--- config.mk ---
export PLATFORM = sky130hd
export DESIGN_NAME = pio_host_engine
export DESIGN_NICKNAME = d
export VERILOG_FILES = /design/src/rtl/pio_pkg.sv /design/src/rtl/pio_mode_timing.sv /design/src/rtl/pio_iordy_gate.sv /design/src/rtl/pio_xfer_fsm.sv /design/src/rtl/pio_host_engine.sv
export SDC_FILE = /design/constraint.sdc
export NUM_CORES = 1
export LEC_CHECK = 0
export ABC_AREA = 1
export CORE_MARGIN = 2
export CORE_UTILIZATION = 40
export DETAILED_ROUTE_END_ITERATION = 6
export HOLD_SLACK_MARGIN = 0.12
export PLACE_DENSITY_LB_ADDON = 0.1
export RECOVER_POWER = 50
export SLEW_MARGIN = 20
export SYNTH_ARGS = -nofsm -noshare
export SYNTH_HDL_FRONTEND = slang
export SYNTH_SLANG_ARGS = --single-unit
--- constraint.sdc ---
create_clock -name clk -period 3.7 [get_ports clk]
set_clock_uncertainty 0.2 [all_clocks]
set_input_delay 0.925 -clock clk [delete_from_list [all_inputs] [get_ports clk]]
set_output_delay 0.925 -clock clk [all_outputs]
set_load 0.02 [all_outputs]
--- src/rtl/pio_pkg.sv ---
// Package: shared state type, per-mode nanosecond minimums and the
// rounding helper that turns them into clock counts.
package pio_pkg;

    typedef enum logic [2:0] {
        ST_IDLE,
        ST_SETUP,
        ST_STROBE,
        ST_HOLD,
        ST_RECOVER
    } pio_state_t;

    localparam int NUM_MODES = 3;

    // Address-to-strobe lead: the larger of address setup and 16-bit-select valid.
    localparam int LEAD_NS   [NUM_MODES] = '{90, 50, 40};
    localparam int WIDE_NS   [NUM_MODES] = '{165, 125, 100};
    // Trailing hold: the larger of address hold and write data hold.
    localparam int TRAIL_NS  [NUM_MODES] = '{30, 20, 15};
    localparam int PERIOD_NS [NUM_MODES] = '{600, 383, 240};

    localparam int NARROW_NS  = 290;
    localparam int RDY_WIN_NS = 35;
    localparam int STRETCH_NS = 1250;
    // Upper bound on one transfer, used only to size counters.
    localparam int WORST_NS   = 2100;

    // Round a nanosecond minimum up to whole clock cycles.
    function automatic int ns_to_cyc(input int ns, input int clk_ns);
        return (ns + clk_ns - 1) / clk_ns;
    endfunction

endpackage

--- src/rtl/pio_mode_timing.sv ---
// Module: pio_mode_timing
// Turns the per-mode nanosecond minimums into cycle counts for the given
// clock period and selects the set for the latched mode. A code above the
// last mode falls back to mode 0. Assumes CLK_NS is small enough that every
// count is at least 1.
module pio_mode_timing
    import pio_pkg::*;
#(
    parameter int CLK_NS = 10,
    parameter int CNT_W  = 12
) (
    input  logic [1:0]       mode_sel,
    output logic [CNT_W-1:0] lead_cyc,
    output logic [CNT_W-1:0] wide_cyc,
    output logic [CNT_W-1:0] narrow_cyc,
    output logic [CNT_W-1:0] trail_cyc,
    output logic [CNT_W-1:0] period_cyc,
    output logic [CNT_W-1:0] rdy_cyc,
    output logic [CNT_W-1:0] stretch_cyc
);

    logic [CNT_W-1:0] lead_t   [NUM_MODES];
    logic [CNT_W-1:0] wide_t   [NUM_MODES];
    logic [CNT_W-1:0] trail_t  [NUM_MODES];
    logic [CNT_W-1:0] period_t [NUM_MODES];

    // One set of constant counts per mode.
    for (genvar m = 0; m < NUM_MODES; m++) begin : g_mode
        assign lead_t[m]   = CNT_W'(ns_to_cyc(LEAD_NS[m],   CLK_NS));
        assign wide_t[m]   = CNT_W'(ns_to_cyc(WIDE_NS[m],   CLK_NS));
        assign trail_t[m]  = CNT_W'(ns_to_cyc(TRAIL_NS[m],  CLK_NS));
        assign period_t[m] = CNT_W'(ns_to_cyc(PERIOD_NS[m], CLK_NS));
    end

    assign narrow_cyc  = CNT_W'(ns_to_cyc(NARROW_NS,  CLK_NS));
    assign rdy_cyc     = CNT_W'(ns_to_cyc(RDY_WIN_NS, CLK_NS));
    assign stretch_cyc = CNT_W'(ns_to_cyc(STRETCH_NS, CLK_NS));

    // Pick the mode's set; unknown codes keep the mode-0 defaults.
    always_comb begin
        lead_cyc   = lead_t[0];
        wide_cyc   = wide_t[0];
        trail_cyc  = trail_t[0];
        period_cyc = period_t[0];
        for (int m = 1; m < NUM_MODES; m++) begin
            if (int'(mode_sel) == m) begin
                lead_cyc   = lead_t[m];
                wide_cyc   = wide_t[m];
                trail_cyc  = trail_t[m];
                period_cyc = period_t[m];
            end
        end
    end

endmodule

--- src/rtl/pio_iordy_gate.sv ---
// Module: pio_iordy_gate
// Decides when the asserted strobe may end. The ready input is looked at once,
// at the end of the sample window. If it is low there, the end waits for
// ready to return high, bounded by the stretch limit counted from that sample.
// Assumes the sample window is shorter than any minimum pulse, and that the
// ready input is already synchronous to clk.
module pio_iordy_gate #(
    parameter int CNT_W = 12
) (
    input  logic             clk,
    input  logic             rst_n,
    input  logic             strobe_on,
    input  logic [CNT_W-1:0] phase_cnt,
    input  logic [CNT_W-1:0] pulse_cyc,
    input  logic [CNT_W-1:0] rdy_cyc,
    input  logic [CNT_W-1:0] stretch_cyc,
    input  logic             iordy,
    output logic             end_ok,
    output logic             end_tmo
);

    logic             wait_q;
    logic [CNT_W-1:0] sample_at;
    logic [CNT_W-1:0] limit_at;

    assign sample_at = rdy_cyc - CNT_W'(1);
    assign limit_at  = sample_at + stretch_cyc;

    // Remember a low ready level seen at the sample point of this strobe.
    always_ff @(posedge clk) begin
        if (!rst_n) begin
            wait_q <= 1'b0;
        end else if (!strobe_on) begin
            wait_q <= 1'b0;
        end else if (phase_cnt == sample_at && !iordy) begin
            wait_q <= 1'b1;
        end
    end

    // Normal end after the minimum width, or forced end at the stretch limit.
    always_comb begin
        end_ok  = strobe_on && (phase_cnt >= pulse_cyc - CNT_W'(1)) && (!wait_q || iordy);
        end_tmo = strobe_on && wait_q && !iordy && (phase_cnt == limit_at);
    end

    // the strobe never outlives the stretch limit.
    p_stretch_bound_r5: assert property (@(posedge clk) disable iff (!rst_n)
        strobe_on |-> phase_cnt <= limit_at);

    // the ready sample falls inside every minimum pulse.
    p_sample_in_pulse_r4: assert property (@(posedge clk) disable iff (!rst_n)
        strobe_on |-> rdy_cyc < pulse_cyc);

    // a pending wait only ever follows an asserted strobe.
    p_wait_after_strobe_r4: assert property (@(posedge clk) disable iff (!rst_n)
        $rose(wait_q) |-> $past(strobe_on));

endmodule

--- src/rtl/pio_xfer_fsm.sv ---
// Module: pio_xfer_fsm
// Runs one transfer: setup lead, strobe, trailing hold, then recovery up to
// the mode's minimum cycle. It latches the request, chooses the width at
// strobe assertion, captures read data at negation and pulses done. Assumes
// every cycle count it receives is at least 1.
module pio_xfer_fsm
    import pio_pkg::*;
#(
    parameter int ADDR_W = 5,
    parameter int DATA_W = 16,
    parameter int CNT_W  = 12
) (
    input  logic              clk,
    input  logic              rst_n,
    input  logic              req_valid,
    input  logic              req_write,
    input  logic              req_wide,
    input  logic [1:0]        req_mode,
    input  logic [ADDR_W-1:0] req_addr,
    input  logic [DATA_W-1:0] req_wdata,
    input  logic [CNT_W-1:0]  lead_cyc,
    input  logic [CNT_W-1:0]  wide_cyc,
    input  logic [CNT_W-1:0]  narrow_cyc,
    input  logic [CNT_W-1:0]  trail_cyc,
    input  logic [CNT_W-1:0]  period_cyc,
    input  logic              end_ok,
    input  logic              end_tmo,
    input  logic [DATA_W-1:0] ata_din,
    input  logic              ata_iocs16_n,
    output logic [1:0]        mode_q,
    output logic              strobe_on,
    output logic [CNT_W-1:0]  phase_cnt,
    output logic [CNT_W-1:0]  pulse_cyc,
    output logic              req_ready,
    output logic              done,
    output logic              timeout,
    output logic              xfer_wide,
    output logic [DATA_W-1:0] rdata,
    output logic [ADDR_W-1:0] ata_addr,
    output logic              ata_addr_oe,
    output logic              ata_rd_n,
    output logic              ata_wr_n,
    output logic [DATA_W-1:0] ata_dout,
    output logic              ata_doe
);

    localparam int HALF_W = DATA_W / 2;

    pio_state_t        state;
    logic [CNT_W-1:0]  tot_cnt;
    logic [ADDR_W-1:0] addr_q;
    logic [DATA_W-1:0] wdata_q;
    logic              write_q;
    logic              want_wide_q;
    logic              tmo_pend;

    assign strobe_on   = (state == ST_STROBE);
    assign pulse_cyc   = xfer_wide ? wide_cyc : narrow_cyc;
    assign req_ready   = (state == ST_IDLE);
    assign ata_addr    = ata_addr_oe ? addr_q : '0;
    assign ata_dout    = ata_doe ? wdata_q : '0;

    // Sequence one transfer and drive the bus-side registers.
    always_ff @(posedge clk) begin
        if (!rst_n) begin
            state       <= ST_IDLE;
            phase_cnt   <= '0;
            tot_cnt     <= '0;
            addr_q      <= '0;
            wdata_q     <= '0;
            write_q     <= 1'b0;
            want_wide_q <= 1'b0;
            mode_q      <= '0;
            xfer_wide   <= 1'b0;
            tmo_pend    <= 1'b0;
            rdata       <= '0;
            ata_addr_oe <= 1'b0;
            ata_doe     <= 1'b0;
            ata_rd_n    <= 1'b1;
            ata_wr_n    <= 1'b1;
            done        <= 1'b0;
            timeout     <= 1'b0;
        end else begin
            done    <= 1'b0;
            timeout <= 1'b0;
            case (state)
                ST_IDLE: begin
                    if (req_valid) begin
                        addr_q      <= req_addr;
                        wdata_q     <= req_wdata;
                        write_q     <= req_write;
                        want_wide_q <= req_wide;
                        mode_q      <= req_mode;
                        tmo_pend    <= 1'b0;
                        ata_addr_oe <= 1'b1;
                        ata_doe     <= req_write;
                        phase_cnt   <= '0;
                        tot_cnt     <= CNT_W'(1);
                        state       <= ST_SETUP;
                    end
                end
                ST_SETUP: begin
                    tot_cnt <= tot_cnt + CNT_W'(1);
                    if (phase_cnt == lead_cyc - CNT_W'(1)) begin
                        xfer_wide <= want_wide_q && !ata_iocs16_n;
                        ata_rd_n  <= write_q;
                        ata_wr_n  <= !write_q;
                        phase_cnt <= '0;
                        state     <= ST_STROBE;
                    end else begin
                        phase_cnt <= phase_cnt + CNT_W'(1);
                    end
                end
                ST_STROBE: begin
                    tot_cnt <= tot_cnt + CNT_W'(1);
                    if (end_ok || end_tmo) begin
                        ata_rd_n  <= 1'b1;
                        ata_wr_n  <= 1'b1;
                        tmo_pend  <= end_tmo;
                        if (!write_q) begin
                            rdata <= xfer_wide ? ata_din
                                               : {{(DATA_W-HALF_W){1'b0}}, ata_din[HALF_W-1:0]};
                        end
                        phase_cnt <= '0;
                        state     <= ST_HOLD;
                    end else begin
                        phase_cnt <= phase_cnt + CNT_W'(1);
                    end
                end
                ST_HOLD: begin
                    tot_cnt <= tot_cnt + CNT_W'(1);
                    if (phase_cnt == trail_cyc - CNT_W'(1)) begin
                        ata_addr_oe <= 1'b0;
                        ata_doe     <= 1'b0;
                        if (tot_cnt >= period_cyc) begin
                            done    <= 1'b1;
                            timeout <= tmo_pend;
                            state   <= ST_IDLE;
                        end else begin
                            state   <= ST_RECOVER;
                        end
                    end else begin
                        phase_cnt <= phase_cnt + CNT_W'(1);
                    end
                end
                ST_RECOVER: begin
                    tot_cnt <= tot_cnt + CNT_W'(1);
                    if (tot_cnt >= period_cyc) begin
                        done    <= 1'b1;
                        timeout <= tmo_pend;
                        state   <= ST_IDLE;
                    end
                end
                default: state <= ST_IDLE;
            endcase
        end
    end

    // a strobe is only ever low while the address is driven.
    p_strobe_in_addr_r2: assert property (@(posedge clk) disable iff (!rst_n)
        (!ata_rd_n || !ata_wr_n) |-> ata_addr_oe);

    // read and write strobes never overlap.
    p_single_strobe_r2: assert property (@(posedge clk) disable iff (!rst_n)
        !(!ata_rd_n && !ata_wr_n));

    // the driven address does not move within a transfer.
    p_addr_stable_r7: assert property (@(posedge clk) disable iff (!rst_n)
        (ata_addr_oe && $past(ata_addr_oe)) |-> $stable(ata_addr));

    // negation never comes before the minimum pulse width.
    p_min_width_r3: assert property (@(posedge clk) disable iff (!rst_n)
        $rose(ata_rd_n & ata_wr_n) |-> $past(phase_cnt) >= $past(pulse_cyc) - CNT_W'(1));

    // done lasts one cycle and never precedes the minimum cycle.
    p_done_pulse_r8: assert property (@(posedge clk) disable iff (!rst_n)
        done |=> !done);
    p_done_period_r8: assert property (@(posedge clk) disable iff (!rst_n)
        $rose(done) |-> $past(tot_cnt) >= $past(period_cyc));

    // the error flag only rides on a done pulse.
    p_tmo_with_done_r5: assert property (@(posedge clk) disable iff (!rst_n)
        timeout |-> done);

    // the data lines are driven only for writes.
    p_doe_write_r11: assert property (@(posedge clk) disable iff (!rst_n)
        ata_doe |-> write_q);

endmodule

--- src/rtl/pio_host_engine.sv ---
// Module: pio_host_engine
// Top of the programmed-I/O host engine: derives counter widths from the
// clock period, then joins the mode timing table, the ready gate and the
// transfer sequencer. Assumes all drive-side inputs are synchronous to clk.
module pio_host_engine
    import pio_pkg::*;
#(
    parameter int CLK_NS = 10,
    parameter int ADDR_W = 5,
    parameter int DATA_W = 16
) (
    input  logic              clk,
    input  logic              rst_n,
    input  logic              req_valid,
    input  logic              req_write,
    input  logic              req_wide,
    input  logic [1:0]        req_mode,
    input  logic [ADDR_W-1:0] req_addr,
    input  logic [DATA_W-1:0] req_wdata,
    output logic              req_ready,
    output logic              done,
    output logic              timeout,
    output logic              xfer_wide,
    output logic [DATA_W-1:0] rdata,
    output logic [ADDR_W-1:0] ata_addr,
    output logic              ata_addr_oe,
    output logic              ata_rd_n,
    output logic              ata_wr_n,
    output logic [DATA_W-1:0] ata_dout,
    output logic              ata_doe,
    input  logic [DATA_W-1:0] ata_din,
    input  logic              ata_iordy,
    input  logic              ata_iocs16_n
);

    localparam int CNT_W = $clog2(ns_to_cyc(WORST_NS, CLK_NS) + 2) + 1;

    logic [1:0]       mode_q;
    logic [CNT_W-1:0] lead_cyc, wide_cyc, narrow_cyc, trail_cyc;
    logic [CNT_W-1:0] period_cyc, rdy_cyc, stretch_cyc;
    logic [CNT_W-1:0] phase_cnt, pulse_cyc;
    logic             strobe_on, end_ok, end_tmo;

    pio_mode_timing #(
        .CLK_NS (CLK_NS),
        .CNT_W  (CNT_W)
    ) u_timing (
        .mode_sel    (mode_q),
        .lead_cyc    (lead_cyc),
        .wide_cyc    (wide_cyc),
        .narrow_cyc  (narrow_cyc),
        .trail_cyc   (trail_cyc),
        .period_cyc  (period_cyc),
        .rdy_cyc     (rdy_cyc),
        .stretch_cyc (stretch_cyc)
    );

    pio_iordy_gate #(
        .CNT_W (CNT_W)
    ) u_gate (
        .clk         (clk),
        .rst_n       (rst_n),
        .strobe_on   (strobe_on),
        .phase_cnt   (phase_cnt),
        .pulse_cyc   (pulse_cyc),
        .rdy_cyc     (rdy_cyc),
        .stretch_cyc (stretch_cyc),
        .iordy       (ata_iordy),
        .end_ok      (end_ok),
        .end_tmo     (end_tmo)
    );

    pio_xfer_fsm #(
        .ADDR_W (ADDR_W),
        .DATA_W (DATA_W),
        .CNT_W  (CNT_W)
    ) u_fsm (
        .clk          (clk),
        .rst_n        (rst_n),
        .req_valid    (req_valid),
        .req_write    (req_write),
        .req_wide     (req_wide),
        .req_mode     (req_mode),
        .req_addr     (req_addr),
        .req_wdata    (req_wdata),
        .lead_cyc     (lead_cyc),
        .wide_cyc     (wide_cyc),
        .narrow_cyc   (narrow_cyc),
        .trail_cyc    (trail_cyc),
        .period_cyc   (period_cyc),
        .end_ok       (end_ok),
        .end_tmo      (end_tmo),
        .ata_din      (ata_din),
        .ata_iocs16_n (ata_iocs16_n),
        .mode_q       (mode_q),
        .strobe_on    (strobe_on),
        .phase_cnt    (phase_cnt),
        .pulse_cyc    (pulse_cyc),
        .req_ready    (req_ready),
        .done         (done),
        .timeout      (timeout),
        .xfer_wide    (xfer_wide),
        .rdata        (rdata),
        .ata_addr     (ata_addr),
        .ata_addr_oe  (ata_addr_oe),
        .ata_rd_n     (ata_rd_n),
        .ata_wr_n     (ata_wr_n),
        .ata_dout     (ata_dout),
        .ata_doe      (ata_doe)
    );

endmodule

Yosys cells after proc, flatten, opt, wreduce, memory -nomap -nowiden

Cells that the tools add are included.

Bits in registers: 71
Output and inout bits: 45
Logic and storage cells: 117
Input bits: 46

Mux-type cells: 45
Add/subtract/negate cells: 5
Eq/ne operators: 16
Bitwise logic cells: 1
$lt $le $gt $ge: 2
Reduce and logical (&&, ||, !) cells: 30

Operators with widths:

| cell                                                   | number |
|---|---|
| two-way mux 9 bit                                      | 5 |
| one-hot mux 9 bit (4 select lines)                     | 1 |
| two-way mux 16 bit                                     | 2 |
| two-way mux 5 bit                                      | 5 |
| adder 9 x 1 -> 9 bit (second input constant)           | 2 |
| == test 9 bit                                          | 2 |
| two-way mux 3 bit                                      | 6 |
| one-hot mux 9 bit (2 select lines)                     | 1 |
| one-hot mux 3 bit (5 select lines)                     | 1 |
| AND reduction 3 bit                                    | 5 |
| two-way mux 1 bit                                      | 14 |
| one-hot mux 1 bit (2 select lines)                     | 7 |
| == test 9 x 2 -> 1 bit (second input constant)         | 1 |
| == test 9 x 8 -> 1 bit (second input constant)         | 1 |
| >= comparator 9 x 6 -> 1 bit                           | 1 |
| >= comparator 9 bit                                    | 1 |
| subtractor 9 x 1 -> 9 bit (second input constant)      | 1 |
| two-way mux 4 bit                                      | 2 |
| inequality test 2 x 1 -> 1 bit (second input constant) | 4 |
| AND reduction 2 bit                                    | 4 |
| nonzero test 2 bit                                     | 4 |
| logical AND 1 bit                                      | 7 |
| == test 3 x 2 -> 1 bit (second input constant)         | 2 |
| two-way mux 6 bit                                      | 1 |
| other kinds (13)                                       | 19 |

Longest topological paths before layout

Depth in word-level cells: 11
Gate-level depth with buffers: 19
Mapped depth without buffers: 18

Cells and area by module

A second synthesis with hierarchy kept.

Cells, all modules: 943
Area, all modules: 5944.5 sq um

Modules (own cells, without submodules):

| module          | area each (sq um) | times used | cells an instance |
|---|---|---|---|
| pio_xfer_fsm    | 4179.0            | 1          | 657 |
| pio_iordy_gate  | 1261.2            | 1          | 218 |
| pio_mode_timing | 504.2             | 1          | 68 |

Worst setup path before layout

No wires, ideal clock.

Path kind: reg2reg
From: register u_fsm.mode_q[0]
To: register u_fsm.rdata[10]
Cell stages (with the launch flop): 20
Data required time: 3.387 ns
Path slack: 1.115 ns
Library setup time: 0.113 ns
Data arrival time: 2.272 ns
Cells stage by stage: dfxtp_1 inv_1 ha_1 nor2_1 ha_1 ha_1 nand2_1 inv_1 nand2_1 a21oi_1 nor2_1 nand2_1 nand2_1 nand2_2 nand2_4 inv_2 buf_4 nand2_1 nand2_1 nor2_1

Cells in the longest elaborated chain, start to end: 10
Elaborated cells on any way between the ends: 11
Classes of those cells: add/sub: 1; order compare: 1; eq/ne: 2; mux: 3; reduce/logical: 4

RTL lines:

| item                              | line                  | text |
|---|---|---|
| from (decl)                       | pio_xfer_fsm.sv:30    | `output logic [1:0] mode_q,` |
| from (signal assigned)            | pio_xfer_fsm.sv:93    | `mode_q <= req_mode;` |
| == test 2 bit                     | pio_mode_timing.sv:46 | `if (int'(mode_sel) == m) begin` |
| two-way mux 5 bit                 | pio_mode_timing.sv:46 |  |
| two-way mux 5 bit *               | pio_mode_timing.sv:46 |  |
| two-way mux 5 bit *               | pio_xfer_fsm.sv:58    | `assign pulse_cyc = xfer_wide ? wide_cyc : narrow_cyc;` |
| subtractor 9 x 1 -> 9 bit *       | pio_iordy_gate.sv:42  | `end_ok = strobe_on && (phase_cnt >= pulse_cyc - CNT_W'(1)) && (!wait_q \|\| iordy);` |
| >= comparator 9 bit *             | pio_iordy_gate.sv:42  |  |
| logical AND 1 bit * (2 in series) | pio_iordy_gate.sv:42  |  |
| logical OR 1 bit *                | pio_xfer_fsm.sv:116   | `if (end_ok \|\| end_tmo) begin` |
| AND reduction 3 bit (no line) *   | -                     |  |
| to (signal assigned)              | pio_xfer_fsm.sv:121   | `rdata <= xfer_wide ? ata_din` |
| to (decl)                         | pio_xfer_fsm.sv:38    | `output logic [DATA_W-1:0] rdata,` |

Mark *: on every way between the ends. The rest lies on a longest branch, timed or not.
A chain may end at the register's enable or synchronous reset.

==> summary.txt <==
Run status
  • Outcome: complete, no violations

Finish
  • Nets: 705
  • Diode count: 0
  • Synthesis-to-finish area growth: 30.51%
  • Non-Filler Instances: 757
  • Share of cells above drive strength 1: 0.06037

Route
  • WL/cell: 12.34 um
  • DRT iter0 DRCs: 120
  • ANT nets after route: 0
  • DRC: 0
  • Final wirelength: 9339 um
  • Vias/cell: 4.785
  • Drt pass-1 iters: 4
  • Vias post-DR: 3622

Global routing
  • GRT Util Overall: 0.1902
  • Initial antenna violation count: 0
  • First-pass GRT wire length: 15540 um
  • Largest net degree at the start of global routing: 33
  • Gr ovfl total: 0
  • Vias in the first global route: 3438

Clock tree
  • Worst-Skew Late Latency: 0.34 ns
  • CTS tree: yes
  • # Post-CTS Setup Buffers: 0
  • Clock slew at reported path FFs: 0.08 ns
  • Hold-fix buffers, CTS: 0
  • Clock Tree Buf Depth: 2
  • Root buf cell: clkbuf_8
  • Num CTS Buffers: 9
  • Clock sinks: 71
  • Post-CTS Resized: 0
  • CTS H-tree depth: 3

Floorplan
  • IO Pins: 91
  • Std cell rows: 35
  • Die area: 0.01013 sq mm
  • Die height: 100.6 um
  • Initial core utilization: 0.4082
  • Die width: 100.6 um
  • Core box area: 0.009153 sq mm

Synthesis
  • Top-count cell post-synth: nand2_1
  • Synth Cell Area: 0.003736 sq mm
  • Top post-synthesis cells by count: nand2_1 (156), nor2_1 (73), dfxtp_1 (71)
  • EDFF count, synth: 0
  • Mean Syn Cell Area: 6.732 sq um
  • Top cell type's share of synthesized area: 0.3804
  • Syn Inst Count: 555
  • Synth Warn #: 0
  • Sequential share of the synthesized area: 0.3804
  • Ranking of synthesized cells by area: dfxtp_1 (38%), nand2_1 (16%), nor2_1 (7.3%)
  • FFs w/ async S/R, synth: 0
  • Area leader, netlist: dfxtp_1
  • Ys flop type: dfxtp_1
  • Netlist cell types: 39
  • Flops & latches, synth: 71

Critical path
  • Slowest cell on crit path: clkbuf_1
  • Arr. time, crit path: 3.26 ns
  • CP Capture Type: register
  • CP peak stage delay: 0.95 ns
  • Peak fanout along the critical path: 32
  • Worst path cell trace: dlygate4sd3_1 > clkbuf_1 > nand2_1 > o21bai_1 > a21oi_1
  • Critical Path Start Type: input port
  • WP buf/inv: 2
  • Crit path max-delay family: buffers and inverters
  • Crit Path Class: in2reg
  • Critical Path RT: 3.78 ns

STA
  • Achievable Freq: 314.7 MHz
  • Sum Neg Setup Slack: 0 ns
  • Slew Limit Fails: 0
  • Actual slew at the worst max-slew pin: 1.293 ns
  • RSZ-0062 raised after global routing: false
  • Final hold violations: 0
  • # setup viols final: 0
  • Crit path time final: 3.178 ns
  • Final Cycle Share: 0.8589
  • Max-slew headroom: 0.1380

Power
  • Pleak: 2.225 nW
  • Worst VDD drop: 0.1934 mV
  • Pwr per Cell Area: 479.7 mW/mm^2

Placed design
  • Hpwl dp: 6881 um
  • I/O Buffers: 90
  • Gp weighted congestion: 0.8601
  • Placed cells: 741

Min path
  • Hold Crit Class: reg2reg

Job
  • Max Cap Viol: 0
[worst register-to-register path: cells and delay by family (launching register included)]
kind                       cells  cell delay (ns)
AOI/OAI and AO/OA              1             0.12
adders and majority gates      3             0.96
buffers and inverters          3             0.44
DFF                            1             0.36
and+or+nand+nor               11             0.82
[layer usage]
metal	up-vias	track usage	wire (um)
li1	1914	-	-
met1	1624	0.2319	4175
met2	77	0.3318	4583
met3	7	0.03953	468
met4	0	0.06533	112
met5	-	0	0
[sequential cells by signal, summed over array words and instances, names as in the netlist]
register	cells
u_fsm.state	3
u_fsm.timeout	1
u_fsm.write_q	1
u_fsm.xfer_wide	1
u_gate.wait_q	1
u_fsm.ata_doe	1
u_fsm.ata_addr_oe	1
u_fsm.want_wide_q	1
u_fsm.tot_cnt	9
u_fsm.tmo_pend	1
u_fsm.addr_q	5
u_fsm.rdata	16
u_fsm.phase_cnt	9
u_fsm.wdata_q	16
u_fsm.mode_q	2
u_fsm.ata_wr_n	1
u_fsm.ata_rd_n	1
u_fsm.done	1
[worst paths after layout]
check / slack (ns) / start / endpoint / depth (start not counted)
hold / removal: 0.26 / u_fsm.want_wide_q / u_fsm.want_wide_q / 2
setup reg to reg: 0.71 / u_fsm.mode_q[0] / u_fsm.rdata[11] / 18
setup / recovery: 0.52 / rst_n / u_fsm.tot_cnt[4] / 5
hold reg to reg: 0.26 / u_fsm.want_wide_q / u_fsm.want_wide_q / 2
[metrics by stage]
| step | util | hold WS (ns) | worst slack (ns) | instance area (sq um) | total power, W |
|---|---|---|---|---|---|
| final | 0.5327 | 0.2610 | 0.5221 | 4876 | 0.002339 |
| after global placement | 0.5140 | 0.2396 | 0.7732 | 4705 | 0.001774 |
| after global routing | 0.5327 | 0.2898 | 0.2784 | 4876 | 0.002504 |
| after floorplan | - | 0.2296 | 1.115 | 3740 | 0.001526 |
| after CTS | 0.5340 | 0.2580 | 0.6251 | 4887 | 0.002369 |
| after detailed placement | 0.5140 | 0.2453 | 0.7506 | 4705 | 0.001787 |
[where the power goes]
part | total, W | switching [W] | internal [W]
clock network | 0.000571 | 0.000308 | 0.000264
logic | 0.000813 | 0.000518 | 0.000295
registers | 0.000955 | 0.0000906 | 0.000865
[final cells by class]
cell class                      instances  area (sq um)
Fill cell                             908          4277
Multi-Input combinational cell        396          1951
Sequential cell                        71          1421
Timing Repair Buffer                   93         919.6
Inverter                               70         262.8
Tap cell                              111         138.9
Clock buffer                           10         137.6
Clock inverter                          6         45.04
[cell families after synthesis]
| kind of cell | share of synthesized area |
|---|---|
| AOI/OAI and AO/OA | 0.1072 |
| and+or+nand+nor | 0.3349 |
| other | 0.002010 |
| DFF | 0.3804 |
| buffers and inverters | 0.09645 |
| adders and majority gates | 0.06028 |
| xor gates and xnor gates | 0.01875 |
[cells in the final DEF, fill, tap and decap left out, drive strengths merged]
master / count
nand2: 164
clkdlybuf4s50: 68
nand3: 15
ha: 18
xor2: 5
nand3b: 2
clkinv: 2
o211ai: 1
xnor2: 3
and3: 1
nand4: 10
o21bai: 1
a31oi: 1
nor4: 2
and2: 1
o21ai: 25
dfxtp: 71
nor3: 13
inv: 71
or2: 3
o21a: 1
a21boi: 1
nor3b: 3
clkbuf: 11
conb: 3
a21oi: 47
buf: 2
nor2: 76
dlygate4sd3: 22
clkinvlp: 3
Power figures use the tool's default switching activity.
